### src/rtl/dma_irq_pkg.sv
package dma_irq_pkg;
  localparam int NUM_IRQ = 12;

  localparam int BIT_INV      = 0;
  localparam int BIT_SRC_DONE = 1;
  localparam int BIT_DST_DONE = 2;
  localparam int BIT_BYTE_OVF = 3;
  localparam int BIT_SRC_WRAP = 4;
  localparam int BIT_DST_WRAP = 5;
  localparam int BIT_AXI_LO   = 6;
  localparam int BIT_XFER     = 10;
  localparam int BIT_PAUSE    = 11;

  localparam int OFF_STATUS = 'h00;
  localparam int OFF_MASK   = 'h04;
  localparam int OFF_UNMASK = 'h08;
  localparam int OFF_DOMASK = 'h0C;
  localparam int OFF_CNT0   = 'h10;
  localparam int OFF_CNT1   = 'h14;

  localparam int NUM_CNT = 2;
endpackage

### src/rtl/dma_irq_acct.sv
module dma_irq_acct #(
  parameter int CNT_W = 8
) (
  input  logic             clk_i,
  input  logic             rst_ni,
  input  logic             inc_i,
  input  logic             clr_i,
  output logic [CNT_W-1:0] cnt_o,
  output logic             wrap_o
);
  logic [CNT_W-1:0] cnt_q;

  // clear has priority as a base: a simultaneous increment lands on zero
  assign wrap_o = inc_i & ~clr_i & (&cnt_q);
  assign cnt_o  = cnt_q;

  always_ff @(posedge clk_i or negedge rst_ni) begin
    if (!rst_ni)     cnt_q <= '0;
    else if (clr_i)  cnt_q <= inc_i ? CNT_W'(1) : '0;
    else if (inc_i)  cnt_q <= cnt_q + CNT_W'(1);
  end

  AST_CNT_INC: assert property (@(posedge clk_i) disable iff (!rst_ni)
    (inc_i && !clr_i) |=> cnt_q == $past(cnt_q) + CNT_W'(1));
  AST_CNT_COR: assert property (@(posedge clk_i) disable iff (!rst_ni)
    (clr_i && !inc_i) |=> cnt_q == '0);
  AST_COR_INC_ONE: assert property (@(posedge clk_i) disable iff (!rst_ni)
    (clr_i && inc_i) |=> cnt_q == CNT_W'(1));
  AST_WRAP_ZERO: assert property (@(posedge clk_i) disable iff (!rst_ni)
    wrap_o |=> cnt_q == '0);
endmodule

### src/rtl/dma_irq_status.sv
module dma_irq_status #(
  parameter int N = 12
) (
  input  logic         clk_i,
  input  logic         rst_ni,
  input  logic [N-1:0] set_i,
  input  logic [N-1:0] w1c_i,
  input  logic [N-1:0] unmask_i,
  input  logic [N-1:0] domask_i,
  output logic [N-1:0] status_o,
  output logic [N-1:0] mask_o,
  output logic         irq_o
);
  logic [N-1:0] status_q, mask_q;

  always_ff @(posedge clk_i or negedge rst_ni) begin
    if (!rst_ni) begin
      status_q <= '0;
      mask_q   <= '1;
    end else begin
      status_q <= (status_q & ~w1c_i) | set_i;
      mask_q   <= (mask_q & ~unmask_i) | domask_i;
    end
  end

  assign status_o = status_q;
  assign mask_o   = mask_q;
  assign irq_o    = |(status_q & ~mask_q);

  AST_SET_WINS: assert property (@(posedge clk_i) disable iff (!rst_ni)
    (|set_i) |=> (status_q & $past(set_i)) == $past(set_i));
  AST_W1C: assert property (@(posedge clk_i) disable iff (!rst_ni)
    (|(w1c_i & ~set_i)) |=> (status_q & $past(w1c_i & ~set_i)) == '0);
  AST_UNMASK: assert property (@(posedge clk_i) disable iff (!rst_ni)
    ((|unmask_i) && !(|domask_i)) |=> (mask_q & $past(unmask_i)) == '0);
  AST_DOMASK: assert property (@(posedge clk_i) disable iff (!rst_ni)
    (|domask_i) |=> (mask_q & $past(domask_i)) == $past(domask_i));
  AST_IRQ_QUIET: assert property (@(posedge clk_i) disable iff (!rst_ni)
    (&mask_q) |-> !irq_o);
endmodule

### src/rtl/dma_irq_ctrl.sv
module dma_irq_ctrl
  import dma_irq_pkg::*;
#(
  parameter int ADDR_W = 8,
  parameter int DATA_W = 32,
  parameter int CNT_W  = 8
) (
  input  logic              clk_i,
  input  logic              rst_ni,
  input  logic              req_i,
  input  logic              we_i,
  input  logic [ADDR_W-1:0] addr_i,
  input  logic [DATA_W-1:0] wdata_i,
  output logic [DATA_W-1:0] rdata_o,
  input  logic              src_done_i,
  input  logic              dst_done_i,
  input  logic              byte_ovf_i,
  input  logic [3:0]        axi_err_i,
  input  logic              xfer_done_i,
  input  logic              pause_i,
  output logic              irq_o
);
  localparam int PAD_S = DATA_W - NUM_IRQ;
  localparam int PAD_C = DATA_W - CNT_W;

  logic rd, wr;
  logic hit_stat, hit_mask, hit_unm, hit_dom, mapped;
  logic [NUM_CNT-1:0] hit_cnt, cnt_inc, cnt_clr, cnt_wrap;
  logic [CNT_W-1:0]   cnt [NUM_CNT];
  logic [NUM_IRQ-1:0] wbits, set_vec, w1c, unm, dom, status, mask;

  assign rd = req_i & ~we_i;
  assign wr = req_i & we_i;

  assign hit_stat   = addr_i == ADDR_W'(OFF_STATUS);
  assign hit_mask   = addr_i == ADDR_W'(OFF_MASK);
  assign hit_unm    = addr_i == ADDR_W'(OFF_UNMASK);
  assign hit_dom    = addr_i == ADDR_W'(OFF_DOMASK);
  assign hit_cnt[0] = addr_i == ADDR_W'(OFF_CNT0);
  assign hit_cnt[1] = addr_i == ADDR_W'(OFF_CNT1);
  assign mapped     = hit_stat | hit_mask | hit_unm | hit_dom | (|hit_cnt);

  assign wbits = wdata_i[NUM_IRQ-1:0];
  assign w1c   = (wr && hit_stat) ? wbits : '0;
  assign unm   = (wr && hit_unm)  ? wbits : '0;
  assign dom   = (wr && hit_dom)  ? wbits : '0;

  assign cnt_inc = {dst_done_i, src_done_i};

  for (genvar g = 0; g < NUM_CNT; g++) begin : g_acct
    assign cnt_clr[g] = rd & hit_cnt[g];
    dma_irq_acct #(.CNT_W(CNT_W)) u_acct (
      .clk_i  (clk_i),
      .rst_ni (rst_ni),
      .inc_i  (cnt_inc[g]),
      .clr_i  (cnt_clr[g]),
      .cnt_o  (cnt[g]),
      .wrap_o (cnt_wrap[g])
    );
  end

  always_comb begin
    set_vec                         = '0;
    set_vec[BIT_INV]                = req_i & ~mapped;
    set_vec[BIT_SRC_DONE]           = src_done_i;
    set_vec[BIT_DST_DONE]           = dst_done_i;
    set_vec[BIT_BYTE_OVF]           = byte_ovf_i;
    set_vec[BIT_SRC_WRAP]           = cnt_wrap[0];
    set_vec[BIT_DST_WRAP]           = cnt_wrap[1];
    set_vec[BIT_AXI_LO +: 4]        = axi_err_i;
    set_vec[BIT_XFER]               = xfer_done_i;
    set_vec[BIT_PAUSE]              = pause_i;
  end

  dma_irq_status #(.N(NUM_IRQ)) u_status (
    .clk_i    (clk_i),
    .rst_ni   (rst_ni),
    .set_i    (set_vec),
    .w1c_i    (w1c),
    .unmask_i (unm),
    .domask_i (dom),
    .status_o (status),
    .mask_o   (mask),
    .irq_o    (irq_o)
  );

  always_comb begin
    rdata_o = '0;
    if (rd) begin
      if (hit_stat)        rdata_o = {{PAD_S{1'b0}}, status};
      else if (hit_mask)   rdata_o = {{PAD_S{1'b0}}, mask};
      else if (hit_cnt[0]) rdata_o = {{PAD_C{1'b0}}, cnt[0]};
      else if (hit_cnt[1]) rdata_o = {{PAD_C{1'b0}}, cnt[1]};
    end
  end

  AST_INV_FLAG: assert property (@(posedge clk_i) disable iff (!rst_ni)
    (req_i && !mapped) |=> status[BIT_INV]);
  AST_INV_RD_ZERO: assert property (@(posedge clk_i) disable iff (!rst_ni)
    (rd && !mapped) |-> rdata_o == '0);
  AST_MASK_RO: assert property (@(posedge clk_i) disable iff (!rst_ni)
    (wr && hit_mask) |=> $stable(mask));
  AST_WRAP_FLAG: assert property (@(posedge clk_i) disable iff (!rst_ni)
    cnt_wrap[0] |=> status[BIT_SRC_WRAP] && status[BIT_SRC_DONE]);
endmodule

### config.mk
export PLATFORM = sky130hd
export DESIGN_NAME = dma_irq_ctrl
export DESIGN_NICKNAME = d
export VERILOG_FILES = /design/src/rtl/dma_irq_pkg.sv /design/src/rtl/dma_irq_acct.sv /design/src/rtl/dma_irq_status.sv /design/src/rtl/dma_irq_ctrl.sv
export SDC_FILE = /design/constraint.sdc
export NUM_CORES = 1
export LEC_CHECK = 0
export ABC_AREA = 1
export BUFFER_PORTS_ARGS = -buffer_cell sky130_fd_sc_hd__clkbuf_2
export CAP_MARGIN = 20
export CORE_MARGIN = 2
export CORE_UTILIZATION = 54
export CTS_BUF_LIST = sky130_fd_sc_hd__clkbuf_4 sky130_fd_sc_hd__clkbuf_8
export DETAILED_ROUTE_END_ITERATION = 6
export GPL_ROUTABILITY_DRIVEN = 0
export PLACE_DENSITY_LB_ADDON = 0.1
export SETUP_SLACK_MARGIN = 0.5
export SLEW_MARGIN = 20
export SYNTH_ARGS = -nofsm -noshare
export SYNTH_HDL_FRONTEND = slang
export SYNTH_SLANG_ARGS = --single-unit
### constraint.sdc
create_clock -name clk_i -period 1.35 [get_ports clk_i]
set_input_delay 0.135 -clock clk_i [delete_from_list [all_inputs] [get_ports clk_i]]
set_output_delay 0.135 -clock clk_i [all_outputs]
set_load 0.02 [all_outputs]
# [After elaboration in Yosys (flattened, before gate mapping)]
# Index checks and enable logic that the tools add are counted.
[classes] n_eq_ne=5 reduce_logical=10 bitwise_logic=25 add_sub_neg=2 mux=14
[ops] cell="2-to-1 mux 12 bit" n=6
[ops] cell="2-to-1 mux 8 bit" n=6
[ops] cell="bitwise AND 12 bit" n=3
[ops] cell="inverter 12 bit" n=3
[ops] cell="OR 12 bit" n=2
[ops] cell="adder 8 x 1 -> 8 bit, second input constant" n=2
[ops] cell="equality test 8 x 4 -> 1 bit, second input constant" n=2
[ops] cell="equality test 8 x 5 -> 1 bit, second input constant" n=2
[ops] cell="AND reduction 8 bit" n=2
[ops] cell="OR reduction 12 bit" n=1
[ops] cell="bitwise AND 1 bit" n=9
[ops] cell="equality test 8 x 3 -> 1 bit, second input constant" n=1
[ops] cell="logical NOT 8 bit" n=1
[ops] cell="inverter 1 bit" n=4
[ops] cell="OR 1 bit" n=4
[ops] cell="nonzero test 2 bit" n=2
[ops] cell="logical AND 1 bit" n=3
[ops] cell="2-to-1 mux 1 bit" n=2
[ops] cell="OR reduction 2 bit" n=1
[totals] wordCells=60 register_bits=40 output_inout_bits=33

# [Longest topological paths before layout]
[logic_depth] depth_word=8 depth_mapped=9

# [Hierarchy]
# A second synthesis with hierarchy kept.
[hier_totals] hier_cells=405 area_unflattened_um2=2906.5
[modules_own_cells] module="dma_irq_ctrl" cells_per_inst=196 seq_area_each_um2=0.0 instances=1 area_per_inst_um2=1021.0
[modules_own_cells] module="dma_irq_status" cells_per_inst=93 seq_area_each_um2=615.6 instances=1 area_per_inst_um2=967.2
[modules_own_cells] module="dma_irq_acct" cells_per_inst=58 seq_area_each_um2=200.2 instances=2 area_per_inst_um2=459.2

# [Least setup slack after synthesis]
# OpenSTA, ideal clock, no wires.
[synth_path] path_type="input -> output" start="input addr_i[3]" end="output rdata_o[6]" setup_slack_ns=0.166 path_stages=8 t_required_ns=1.215 arrival_time_ns=1.049 path_buffers=1 cell_sequence="inv_2 nand2_2 nor2_8 buf_8 nand3_1 nand2_1 nor2_1 nor2_1"
[synth_via] elab_chain_cells=6 elab_cells_between_ends=9 cone_classes="eq/ne (3); mux (5); reduce/logical (1)"
[synth_lines] element="start, declared" line="dma_irq_ctrl.sv:12" text="input logic [ADDR_W-1:0] addr_i,"
[synth_lines] element="equality test 8 x 5 -> 1 bit" line="dma_irq_ctrl.sv:40" text="assign hit_cnt[1] = addr_i == ADDR_W'(OFF_CNT1);"
[synth_lines] element="2-to-1 mux 8 bit" line="dma_irq_ctrl.sv:93" text="else if (hit_cnt[1]) rdata_o = {{PAD_C{1'b0}}, cnt[1]};"
[synth_lines] element="2-to-1 mux 8 bit" line="dma_irq_ctrl.sv:92" text="else if (hit_cnt[0]) rdata_o = {{PAD_C{1'b0}}, cnt[0]};"
[synth_lines] element="2-to-1 mux 12 bit" line="dma_irq_ctrl.sv:91" text="else if (hit_mask) rdata_o = {{PAD_S{1'b0}}, mask};"
[synth_lines] element="2-to-1 mux 12 bit (*)" line="dma_irq_ctrl.sv:90" text="if (hit_stat) rdata_o = {{PAD_S{1'b0}}, status};"
[synth_lines] element="2-to-1 mux 12 bit (*)" line="dma_irq_ctrl.sv:89" text="if (rd) begin"
[synth_lines] element="end, declared" line="dma_irq_ctrl.sv:14" text="output logic [DATA_W-1:0] rdata_o,"
# Every way passes the cells marked *; elsewhere a longest branch is shown, timed or not.

# [Worst setup path in the final report]
[layout_path] start="register u_status.mask_q[0], in the netlist u_status.mask_o[0]" end="output irq_o"
[layout_via] elab_chain_cells=3
[layout_lines] element="start, declared" line="dma_irq_status.sv:14" text="logic [N-1:0] status_q, mask_q;"
[layout_lines] element="start signal, assigned" line="dma_irq_status.sv:22" text="mask_q <= (mask_q & ~unmask_i) | domask_i;"
[layout_lines] element="inverter 12 bit" line="dma_irq_status.sv:28" text="assign irq_o = |(status_q & ~mask_q);"
[layout_lines] element="bitwise AND 12 bit" line="dma_irq_status.sv:28"
[layout_lines] element="OR reduction 12 bit" line="dma_irq_status.sv:28"
[layout_lines] element="end, declared" line="dma_irq_ctrl.sv:21" text="output logic irq_o"
# Every way passes these cells.

==> flow_summary_export.csv <==
group,metric,value,unit
synth,synth_compound_area_share,6.72,%
finish,diodes,0,
worst_setup_path,path_max_fanout,3,
timing,post-route-worst-setup-slack,-0.267,ns
synth,synth_fa_ha_area_share,0.873,%
floorplan,die_area,5910,um^2
clock_tree,cts_sinks,40,
synth,synthXorXnorAreaFrac,1.22,%
route,vias,3820,
floorplan,start_util,56.1,%
grt,grt_pass1_vias,3253,
synth,async_reset_ff_share,100,%
synth,synthSimpleGateAreaFrac,39.1,%
timing,holdWs,0.00536,ns
placed_design,hpwl,5.12,mm
synth,synth-edff-count,0,
grt,globalRouteTotalUtil,33.7,%
placed_design,port-buffer-count,45,
clock_tree,cts.htree.levels,2,
finish,final_util,94.7,%
worst_setup_path,r2r-start,"g_acct[0].u_acct.cnt_o[0]$_DFFE_PN0P_",
placed_design,placed_cell_area,3520,um^2
worst_setup_path,cp-start-kind,"flop",
route,finalWirelength,14.3,mm
synth,synth_area_leader_cell,"dfrtp_1",
pwr,seqPwrFrac,38.4,%
finish,fin_area,4840,um^2
route,detail_route.wl_per_cell,24.2,um
worst_setup_path,endpoint_kind,"output pin",
synth,synth_ff_type,"dfrtp_1",
floorplan,io_pins,86,
timing,rsz0062_at_grt,"true",
grt,grt_max_degree,41,
synth,synth_top_family_by_area,"simple AND/OR/NAND/NOR gates",
clock_tree,root_buffer,"clkbuf_8",
floorplan,core,5110,um^2
outcome,status,"finished, violations left",
run,max_cap_viol_count,0,
synth,ys_ff_latch,40,
floorplan,chipHeight,76.9,um
synth,synth.area.mux_share,0,%
synth,yosys.area.top_type_share,24.4,%
worst_setup_path,arrival,1.48,ns
clock_tree,tritoncts,"built",
timing,skew,0.0118,ns
pwr,p_leak,2.30,nW
outcome,violations,"design-rule violations, negative setup slack",
pwr,power.switching,2.05,mW
worst_setup_path,critPathCapture,"irq_o",
synth,syn_avg_cell_area,6.92,um^2
pwr,powerDensity,999,nW/um^2
route,drt_iter0_markers,506,
timing,setup_viol,13,
synth,netlist_top_cells_area,"dfrtp_1 24%, nand2_1 14%, dfstp_2 11%",
timing,max_freq,618,MHz
synth,syn_inst,414,
pwr,internal-power,2.78,mW
worst_setup_path,required,1.22,ns
route,antenna_left,0,
floorplan,die_x,76.9,um
timing,post-route-min-period,1.62,ns
worst_setup_path,rrSetupSlack,0.08,ns
clock_tree,max-clock-path-buffers,2,
clock_tree,cts_buffers,5,
worst_setup_path,critPathKind,"flop to output pin",
grt,antenna_found_initial,0,
worst_setup_path,worstRegToRegCells,6,
grt,grt_pass1_wl,15.8,mm
finish,fill_cells,143,
floorplan,rows,26,
worst_setup_path,worstSetupStartpoint,"u_status.mask_o[0]$_DFF_PN1_",
route,drt_first_pass_iters,7,
synth,synth_area,2870,um^2
timing,slew_viol_final,0,
route,vias_per_cell,6.50,
worst_setup_path,reg2reg_to,"g_acct[0].u_acct.cnt_o[6]$_DFFE_PN0P_",
timing,hold_violations,0,
timing,timing.final.crit_share,120,%
pwr,p_clk_share,22.2,%
finish,finalNetCount,572,
synth,seq_area_frac_synth,35.4,%
pwr,switching_share,42.5,%
clock_tree,clk_latency,0.31,ns
synth,ys_types,31,
pwr,combPwrFrac,39.4,%
finish,drive_above_1_share,55.2,%
pwr,irDropWorstVdd,1.41,mV
finish,syn_to_final_growth,68.7,%
min_path,hold_path_class,"input pin to flop",
clock_tree,clk_pin_slew,0.10,ns
timing,fin_tns_setup,-2.07,ns
synth,yosys_warnings,0,
route,drc,1,
grt,gr-total-overflow,0,
==> worst max-delay path, stage by stage (launching register included) <==
cell and delay [ns]:
dfstp_2 0.61, o22ai_2 0.11, nor2_1 0.17, nand3_2 0.12, buf_8 0.15
==> cell usage in the layout (no fill, tap or decap), drive strengths merged <==
| cell type | count |
|---|---|
| a21oi | 9 |
| buf | 69 |
| bufinv | 1 |
| clkbuf | 42 |
| clkinvlp | 1 |
| conb | 20 |
| dfrtp | 28 |
| dfstp | 12 |
| dlygate4sd3 | 1 |
| ha | 2 |
| inv | 64 |
| nand2 | 114 |
| nand3 | 61 |
| nand3b | 2 |
| nand4 | 3 |
| nor2 | 48 |
| nor3 | 8 |
| nor3b | 1 |
| o21ai | 22 |
| o22ai | 6 |
| xnor2 | 3 |
| xor2 | 1 |
==> through the flow <==
step           setup WS, ns  instances  power (mW)
6_report             -0.267        588        4.83
5_1_grt              -0.249        588        4.97
4_1_cts              -0.137        568        4.16
3_5_place_dp         -0.100        536        2.82
3_3_place_gp        -0.0742        536        2.77
2_1_floorplan         0.259        433        2.52
==> layout make-up <==
class	instances	area, um^2	area share (%)
clock buffers	5	68.8	1.42
clock inverters	3	46.3	0.957
repair buffers	107	1130	23.4
flip-flops and latches	40	1030	21.2
multi-input cells	300	2140	44.2
well taps	70	87.6	1.81
inverters	63	335	6.93
==> power by group through the flow <==
stage	Sequential, mW	Combinational (mW)	Clock, mW
2_1_floorplan	1.69	0.836	0
3_3_place_gp	1.78	0.989	0
3_5_place_dp	1.79	1.03	0
4_1_cts	1.80	1.32	1.05
5_1_grt	1.85	2.02	1.10
6_report	1.85	1.90	1.07
==> cells by family (layout without fill, tap and decap cells) <==
| family | Yosys count | after routing |
|---|---|---|
| AO/OA/AOI/OAI | 37 | 37 |
| buffers and inverters | 95 | 178 |
| adder cells (fa/ha/maj) | 2 | 2 |
| flip-flops | 40 | 40 |
| AND/OR/NAND/NOR | 235 | 237 |
| XOR/XNOR | 4 | 4 |
| other | 1 | 20 |
==> per-layer routing <==
metal	wire (um)	up-vias	GRT usage, %
met1	4470	1756	38.8
li1	-	1475	-
met4	1410	0	17.3
met3	1660	173	5.41
met2	6720	416	60.1
met5	0	-	0
==> sequential cells by signal, indices dropped and copies added (netlist names) <==
| register | cells |
|---|---|
| g_acct.u_acct.cnt_o | 16 |
| u_status.status_o | 12 |
| u_status.mask_o | 12 |
==> worst min path at each step <==
stage | start | end | cells past startpoint
final | axi_err_i[3] | u_status.status_o[9]$_DFF_PN0_ | 3
after global routing | xfer_done_i | u_status.status_o[10]$_DFF_PN0_ | 3
after CTS | axi_err_i[3] | u_status.status_o[9]$_DFF_PN0_ | 3
after detailed placement | rst_ni | u_status.status_o[0]$_DFF_PN0_ | 2
after global placement | rst_ni | u_status.status_o[11]$_DFF_PN0_ | 2
after floorplan | rst_ni | g_acct[0].u_acct.cnt_o[0]$_DFFE_PN0P_ | 0
==> Yosys cell counts (2+ instances only) <==
| cell | count |
|---|---|
| nand2_1 | 108 |
| nand3_1 | 58 |
| inv_1 | 53 |
| nor2_1 | 42 |
| dfrtp_1 | 28 |
| buf_4 | 22 |
| o21ai_1 | 18 |
| dfstp_2 | 12 |
| inv_2 | 10 |
| a21oi_1 | 9 |
| buf_2 | 7 |
| o22ai_1 | 6 |
| nor3_1 | 5 |
| o21ai_0 | 4 |
| nand4_1 | 3 |
| nor3_2 | 3 |
| xnor2_1 | 3 |
| buf_6 | 2 |
| ha_1 | 2 |
| nand2_2 | 2 |
| nand2_4 | 2 |
| nand3_4 | 2 |
| nand3b_1 | 2 |
| nor2_2 | 2 |
| nor2_4 | 2 |
| nor2_8 | 2 |
==> repair_timing <==
item                                   in CTS  in global routing
setup endpoints to repair                  53                 53
endpoints found under the hold margin      28                  0
resized for setup                         112                 92
buffers inserted                           19                 19
hold buffers                                1                  0
pin swaps                                  38                 50
cloned                                      4                  1
Note: power is estimated with default switching activity, not from simulation.
